<file path="src/rtl/stack_seq_pkg.sv">
package stack_seq_pkg;

  localparam int SQ_BYTE_W = 8;

  typedef enum logic [2:0] {
    SQ_IDLE = 3'd0,
    SQ_PUSH = 3'd1,
    SQ_PULL = 3'd2,
    SQ_CALL = 3'd3,
    SQ_RET  = 3'd4,
    SQ_RETI = 3'd5
  } sq_op_e;

  function automatic logic [15:0] addr_mask(input int aw);
    return 16'((32'd1 << aw) - 32'd1);
  endfunction

  function automatic logic op_legal(input sq_op_e op);
    return (op == SQ_PUSH) || (op == SQ_PULL) || (op == SQ_CALL) ||
           (op == SQ_RET)  || (op == SQ_RETI);
  endfunction

  function automatic logic op_writes(input sq_op_e op);
    return (op == SQ_PUSH) || (op == SQ_CALL);
  endfunction

  function automatic logic op_reads(input sq_op_e op);
    return (op == SQ_PULL) || (op == SQ_RET) || (op == SQ_RETI);
  endfunction

  function automatic logic [1:0] last_index(input sq_op_e op);
    case (op)
      SQ_CALL, SQ_RET: return 2'd1;
      SQ_RETI:         return 2'd2;
      default:         return 2'd0;
    endcase
  endfunction

  function automatic logic [15:0] call_link(input logic [15:0] pc, input int aw);
    return (pc - 16'd1) & addr_mask(aw);
  endfunction

  function automatic logic [15:0] ret_target(input logic [7:0] hi, input logic [7:0] lo,
                                             input int aw);
    return ({hi, lo} + 16'd1) & addr_mask(aw);
  endfunction

  function automatic logic [15:0] reti_target(input logic [7:0] hi, input logic [7:0] lo,
                                              input int aw);
    return {hi, lo} & addr_mask(aw);
  endfunction

endpackage

</file>
<file path="src/rtl/ss_ptr.sv">
module ss_ptr #(
  parameter int          PW      = 8,
  parameter logic [7:0]  SP_INIT = 8'hFF
) (
  input  logic          clk,
  input  logic          rst,
  input  logic          dec_ev,
  input  logic          inc_ev,
  output logic [PW-1:0] sp,
  output logic [PW-1:0] sp_up
);

  assign sp_up = sp + PW'(1);

  always_ff @(posedge clk) begin
    if (rst) begin
      sp <= PW'(SP_INIT);
    end else if (dec_ev) begin
      sp <= sp - PW'(1);
    end else if (inc_ev) begin
      sp <= sp_up;
    end
  end

endmodule

</file>
<file path="src/rtl/ss_ctrl.sv">
module ss_ctrl
  import stack_seq_pkg::*;
#(
  parameter int AW = 13
) (
  input  logic                 clk,
  input  logic                 rst,
  input  logic                 cmd_valid,
  input  logic [2:0]           cmd_op,
  input  logic [SQ_BYTE_W-1:0] push_data,
  input  logic [AW-1:0]        call_target,
  input  logic [AW-1:0]        cur_pc,
  output logic                 accept,
  output logic                 busy,
  output sq_op_e               op_q,
  output logic [1:0]           step_q,
  output logic                 last_step,
  output logic                 step_write,
  output logic                 step_read,
  output logic [SQ_BYTE_W-1:0] wbyte,
  output logic [AW-1:0]        target_q
);

  sq_op_e                 op_in;
  logic [AW-1:0]          link_q;
  logic [SQ_BYTE_W-1:0]   data_q;
  logic [15:0]            link_w;

  assign op_in  = sq_op_e'(cmd_op);
  assign accept = cmd_valid && !busy && op_legal(op_in);

  always_ff @(posedge clk) begin
    if (rst) begin
      busy     <= 1'b0;
      op_q     <= SQ_IDLE;
      step_q   <= 2'd0;
      data_q   <= '0;
      link_q   <= '0;
      target_q <= '0;
    end else if (accept) begin
      busy     <= 1'b1;
      op_q     <= op_in;
      step_q   <= 2'd0;
      data_q   <= push_data;
      target_q <= call_target;
      link_q   <= AW'(call_link(16'(cur_pc), AW));
    end else if (busy) begin
      if (last_step) begin
        busy <= 1'b0;
      end else begin
        step_q <= step_q + 2'd1;
      end
    end
  end

  assign last_step  = busy && (step_q == last_index(op_q));
  assign step_write = busy && op_writes(op_q);
  assign step_read  = busy && op_reads(op_q);

  assign link_w = 16'(link_q);

  always_comb begin
    if (op_q == SQ_CALL) begin
      wbyte = (step_q == 2'd0) ? link_w[15:8] : link_w[7:0];
    end else begin
      wbyte = data_q;
    end
  end

endmodule

</file>
<file path="src/rtl/ss_collect.sv">
module ss_collect
  import stack_seq_pkg::*;
#(
  parameter int AW = 13
) (
  input  logic                 clk,
  input  logic                 rst,
  input  logic                 step_read,
  input  logic                 last_step,
  input  sq_op_e               op_q,
  input  logic [1:0]           step_q,
  input  logic [SQ_BYTE_W-1:0] rdata,
  input  logic [AW-1:0]        target_q,
  output logic [SQ_BYTE_W-1:0] pull_data,
  output logic                 pull_valid,
  output logic [AW-1:0]        pc_out,
  output logic                 pc_load,
  output logic [SQ_BYTE_W-1:0] status_out,
  output logic                 status_valid
);

  logic [SQ_BYTE_W-1:0] lo_q;
  logic [SQ_BYTE_W-1:0] st_q;

  always_ff @(posedge clk) begin
    if (rst) begin
      lo_q         <= '0;
      st_q         <= '0;
      pull_data    <= '0;
      pull_valid   <= 1'b0;
      pc_out       <= '0;
      pc_load      <= 1'b0;
      status_out   <= '0;
      status_valid <= 1'b0;
    end else begin
      pull_valid   <= 1'b0;
      pc_load      <= 1'b0;
      status_valid <= 1'b0;
      if (step_read) begin
        if (op_q == SQ_RET && step_q == 2'd0) lo_q <= rdata;
        if (op_q == SQ_RETI && step_q == 2'd0) st_q <= rdata;
        if (op_q == SQ_RETI && step_q == 2'd1) lo_q <= rdata;
      end
      if (last_step) begin
        case (op_q)
          SQ_PULL: begin
            pull_data  <= rdata;
            pull_valid <= 1'b1;
          end
          SQ_CALL: begin
            pc_out  <= target_q;
            pc_load <= 1'b1;
          end
          SQ_RET: begin
            pc_out  <= AW'(ret_target(rdata, lo_q, AW));
            pc_load <= 1'b1;
          end
          SQ_RETI: begin
            pc_out       <= AW'(reti_target(rdata, lo_q, AW));
            pc_load      <= 1'b1;
            status_out   <= st_q;
            status_valid <= 1'b1;
          end
          default: ;
        endcase
      end
    end
  end

endmodule

</file>
<file path="src/rtl/stack_seq.sv">
module stack_seq
  import stack_seq_pkg::*;
#(
  parameter int         AW      = 13,
  parameter logic [7:0] SP_INIT = 8'hFF
) (
  input  logic                 clk,
  input  logic                 rst,
  input  logic                 cmd_valid,
  input  logic [2:0]           cmd_op,
  input  logic [SQ_BYTE_W-1:0] push_data,
  input  logic [AW-1:0]        call_target,
  input  logic [AW-1:0]        cur_pc,
  output logic                 busy,
  output logic [AW-1:0]        mem_addr,
  output logic [SQ_BYTE_W-1:0] mem_wdata,
  output logic                 mem_we,
  input  logic [SQ_BYTE_W-1:0] mem_rdata,
  output logic [SQ_BYTE_W-1:0] sp,
  output logic [SQ_BYTE_W-1:0] pull_data,
  output logic                 pull_valid,
  output logic [AW-1:0]        pc_out,
  output logic                 pc_load,
  output logic [SQ_BYTE_W-1:0] status_out,
  output logic                 status_valid
);

  localparam int PAD_W = AW - SQ_BYTE_W;

  logic                 accept;
  sq_op_e               op_q;
  logic [1:0]           step_q;
  logic                 last_step;
  logic                 ev_wr;
  logic                 ev_rd;
  logic [SQ_BYTE_W-1:0] wbyte;
  logic [AW-1:0]        target_q;
  logic [SQ_BYTE_W-1:0] sp_up;
  logic [SQ_BYTE_W-1:0] stack_slot;

  ss_ctrl #(.AW(AW)) u_ctrl (
    .clk         (clk),
    .rst         (rst),
    .cmd_valid   (cmd_valid),
    .cmd_op      (cmd_op),
    .push_data   (push_data),
    .call_target (call_target),
    .cur_pc      (cur_pc),
    .accept      (accept),
    .busy        (busy),
    .op_q        (op_q),
    .step_q      (step_q),
    .last_step   (last_step),
    .step_write  (ev_wr),
    .step_read   (ev_rd),
    .wbyte       (wbyte),
    .target_q    (target_q)
  );

  ss_ptr #(.PW(SQ_BYTE_W), .SP_INIT(SP_INIT)) u_ptr (
    .clk    (clk),
    .rst    (rst),
    .dec_ev (ev_wr),
    .inc_ev (ev_rd),
    .sp     (sp),
    .sp_up  (sp_up)
  );

  ss_collect #(.AW(AW)) u_coll (
    .clk          (clk),
    .rst          (rst),
    .step_read    (ev_rd),
    .last_step    (last_step),
    .op_q         (op_q),
    .step_q       (step_q),
    .rdata        (mem_rdata),
    .target_q     (target_q),
    .pull_data    (pull_data),
    .pull_valid   (pull_valid),
    .pc_out       (pc_out),
    .pc_load      (pc_load),
    .status_out   (status_out),
    .status_valid (status_valid)
  );

  assign stack_slot = ev_rd ? sp_up : sp;
  assign mem_addr   = {{PAD_W{1'b0}}, stack_slot};
  assign mem_we     = ev_wr;
  assign mem_wdata  = ev_wr ? wbyte : '0;

endmodule

</file>
<file path="config.mk">
export PLATFORM = sky130hd
export DESIGN_NAME = stack_seq
export DESIGN_NICKNAME = d
export VERILOG_FILES = /design/src/rtl/stack_seq_pkg.sv /design/src/rtl/ss_ptr.sv /design/src/rtl/ss_ctrl.sv /design/src/rtl/ss_collect.sv /design/src/rtl/stack_seq.sv
export SDC_FILE = /design/constraint.sdc
export NUM_CORES = 1
export LEC_CHECK = 0
export BUFFER_PORTS_ARGS = -buffer_cell sky130_fd_sc_hd__buf_2
export CAP_MARGIN = 20
export CORE_ASPECT_RATIO = 1.1
export CORE_MARGIN = 1
export CORE_UTILIZATION = 58
export DETAILED_ROUTE_END_ITERATION = 7
export PLACE_DENSITY = 0.83
export SLEW_MARGIN = 20
export SYNTH_ARGS = -nofsm -noshare
export SYNTH_HDL_FRONTEND = slang
export SYNTH_SLANG_ARGS = --single-unit
export TNS_END_PERCENT = 10
</file>
<file path="constraint.sdc">
create_clock -name clk -period 3.85 [get_ports clk]
set_input_delay 0.5775 -clock clk [delete_from_list [all_inputs] [get_ports clk]]
set_output_delay 0.5775 -clock clk [all_outputs]
set_load 0.005 [all_outputs]
</file>
==> metrics <==
run status finished, final reports clean; CTS Sinks 96; Overflow after GRT 0; period utilization between 70 and 80%; WP data arrival 2.46 ns; Pwr Density about 360 nW/um^2; top_reg_cell synth dfxtp_1; synth top area cells dfxtp_1 (41%), mux2i_1 (9.0%), nor2_1 (5.7%); cts repair resizes 0; setup ws final about 0.81 ns; die extent in x around 87 um; Vias/cell between 5 and 6; post-synthesis sequential area ratio roughly two fifths; unrepaired setup endpoints after global routing false; Global Route Usage Sum 26.5%; Port Buf Inserts about 110; crit path max fanout 23; Synth Instances 530; post-CTS setup buffers 0; Setup crit start kind flip-flop; Initial Util 61.2%; Worst Hold Class in -> reg; DR pass1 iterations 5; post-route cell area around 5300 um^2; number of global-route vias before repair 3701; WL/cell roughly 15 um; Period minus WS final slightly above 3 ns; Detail Placement HPWL about 7.5 mm; total CTS buffers 9; # hold bufs at CTS 0; synthesized flop and latch total between 90 and 100; largest net degree at the start of global routing 50; max_slew headroom between 40% and 50%; Core Footprint roughly 7600 um^2; clock skew about 0.0093 ns; CP required 3.27 ns; Die ar. 8380 um^2; Fmax achieved ~0.33 GHz; Yosys top cell by area dfxtp_1; Die H between 90 and 100 um; Ports approximately 110; min-delay src cur_pc[0]; total power between 1.5 and 2 mW; max_cap viols 0; start point of the critical path u_ctrl.op_q[2]$_SDFFE_PP0P_; # rows 33; syn avg cell area a little under 9 um^2; H-tree Lvls 3; placed insts roughly 700; area delta synth->final 14.3%; Routed WL 10.5 mm; Final setup viols 0; yosys warns 0; Critical Path Sink Type primary output; post-synthesis async set-or-reset flop share 0%; Clock Tree Root clkbuf_8; Final ANT Viol Nets 0; antenna diode count 0; Mapped Area roughly 4600 um^2; Slew @ Worst Pin 0.836 ns; worst vdd ir around 250 uV; gpl congestion approximately 0.87; Clock Latency Late Sink 0.37 ns; Cell variety after synth 59; clk slew on worst S/H paths approximately 0.1 ns; First DRT Iteration DRCs ~250; DRC viols 0; first-pass GRT wire length about 17 mm; RR Startpoint u_ctrl.op_q[0]$_SDFFE_PP0P_; Placement Setup Slack approximately 1.2 ns; post-synth top area share 41.3%; post-route setup TNS 0 ns; fin cells between 700 and 800; Final Hold Viols 0; Crit Path Category reg -> out; via count 4054; Final Max Slew Viols 0; placed cell area 5130 um^2; CTS tree done; Final nets between 600 and 700; share of post-route cells with drive strength above 1 a little under a quarter; Leak 2.21 nW; initial antenna violation count 0; EDFF count, synth 0; Longest Clk Path Bufs 2
[kinds of logic after synthesis]
group,synth area share (%)
and+or+nand+nor,20.9
AOI/OAI and AO/OA,14.3
DFF,41.3
buffers and inverters,5.89
muxes,9.28
xor gates and xnor gates,6.59
adders and majority gates,1.61
other,0.0807
[state kept, by name, indices dropped and copies added (netlist names)]
signal,count
u_coll.pc_load,1
u_coll.status_valid,1
u_ctrl.busy,1
u_ctrl.op_q,3
u_ctrl.data_q,8
u_coll.pc_out,13
u_coll.pull_data,8
u_coll.st_q,8
u_ctrl.target_q,13
u_ctrl.step_q,2
u_coll.pull_valid,1
u_coll.status_out,8
u_coll.lo_q,8
u_ptr.sp,8
u_ctrl.link_q,13
[final timing paths]
path | end | slack (ns) | cells past startpoint
worst min register to register | u_ctrl.data_q[3]$_SDFFE_PP0P_ | 0.46 | 2
worst min-delay path | u_ctrl.link_q[0]$_SDFFE_PP0P_ | 0.43 | 2
worst max-delay path | mem_addr[7] | 0.81 | 5
worst max register to register | u_ptr.sp[7]$_SDFF_PP1_ | 1.46 | 5
[power by group]
| part | leakage (nW) | switching [mW] | internal [mW] |
|---|---|---|---|
| clock | 0.0903 | 0.375 | 0.249 |
| combinational | 1.34 | 0.127 | 0.0877 |
| sequential | 0.780 | 0.0325 | 1.03 |
| total | 2.21 | 0.534 | 1.36 |
[placed cells by master (no fill, tap or decap), types with 3 or more instances in the layout]
cell type / instances
nand2b_1: 3
clkbuf_8: 9
o21ai_0: 14
mux2i_1: 42
xor2_1: 16
buf_4: 3
nand3_1: 7
conb_1: 5
a22o_1: 3
xnor2_1: 19
and2_1: 4
nor3b_1: 4
dfxtp_1: 96
nor3_1: 8
a211oi_1: 12
nor2_1: 70
nand3b_1: 4
a21oi_1: 39
nand4_1: 6
a2111oi_0: 5
or4_1: 3
ha_1: 6
nand2_1: 69
inv_1: 10
buf_2: 105
o21a_1: 3
a31o_2: 6
[cell usage after synthesis, drive strengths merged, types with 2 or more instances]
master / number
nor3b: 4
a31o: 6
mux2i: 42
nand2b: 3
nor3: 8
clkbuf: 21
ha: 6
nand2: 69
and3: 2
nor2: 71
and2: 4
nand3: 7
and4bb: 2
or4: 4
a21oi: 39
xnor2: 19
a22o: 3
nand3b: 4
o311a: 2
o21ai: 15
a311oi: 2
a31oi: 2
nor2b: 2
a2111oi: 7
and4: 3
nor4: 4
inv: 10
dfxtp: 96
a211o: 2
a211oi: 12
o31ai: 2
xor2: 16
buf: 18
nand4: 8
o21a: 3
[area by class of cell]
class | count | area [um^2]
multi-input cells | 389 | 2490
clock inverters | 7 | 63.8
clock buffers | 9 | 124
flip-flops and latches | 96 | 1920
fillers | 664 | 2280
repair buffers | 108 | 548
well taps | 105 | 131
inverters | 10 | 37.5
[worst max-delay path: stages (launching register included)]
cell     delay [ns]
dfxtp_1        0.48
and2b_1        0.65
o21a_1         0.44
nand4_1        0.20
xnor2_1        0.19
buf_2          0.14
[per-stage QoR]
stage,hold slack (ns),util (%)
3_5_place_dp,0.448,67.5
5_1_grt,0.427,69.9
2_1_floorplan,0.437,-
6_report,0.428,69.9
4_1_cts,0.418,69.9
3_3_place_gp,0.447,67.5
[per-layer routing]
metal	vias up	track usage [%]	wire length [um]
li1	2011	-	-
met1	1899	33.9	4500
met2	129	43.5	5270
met3	15	4.20	531
met4	0	13.0	206
met5	-	0	0
Note: power is estimated with default switching activity, not from simulation.
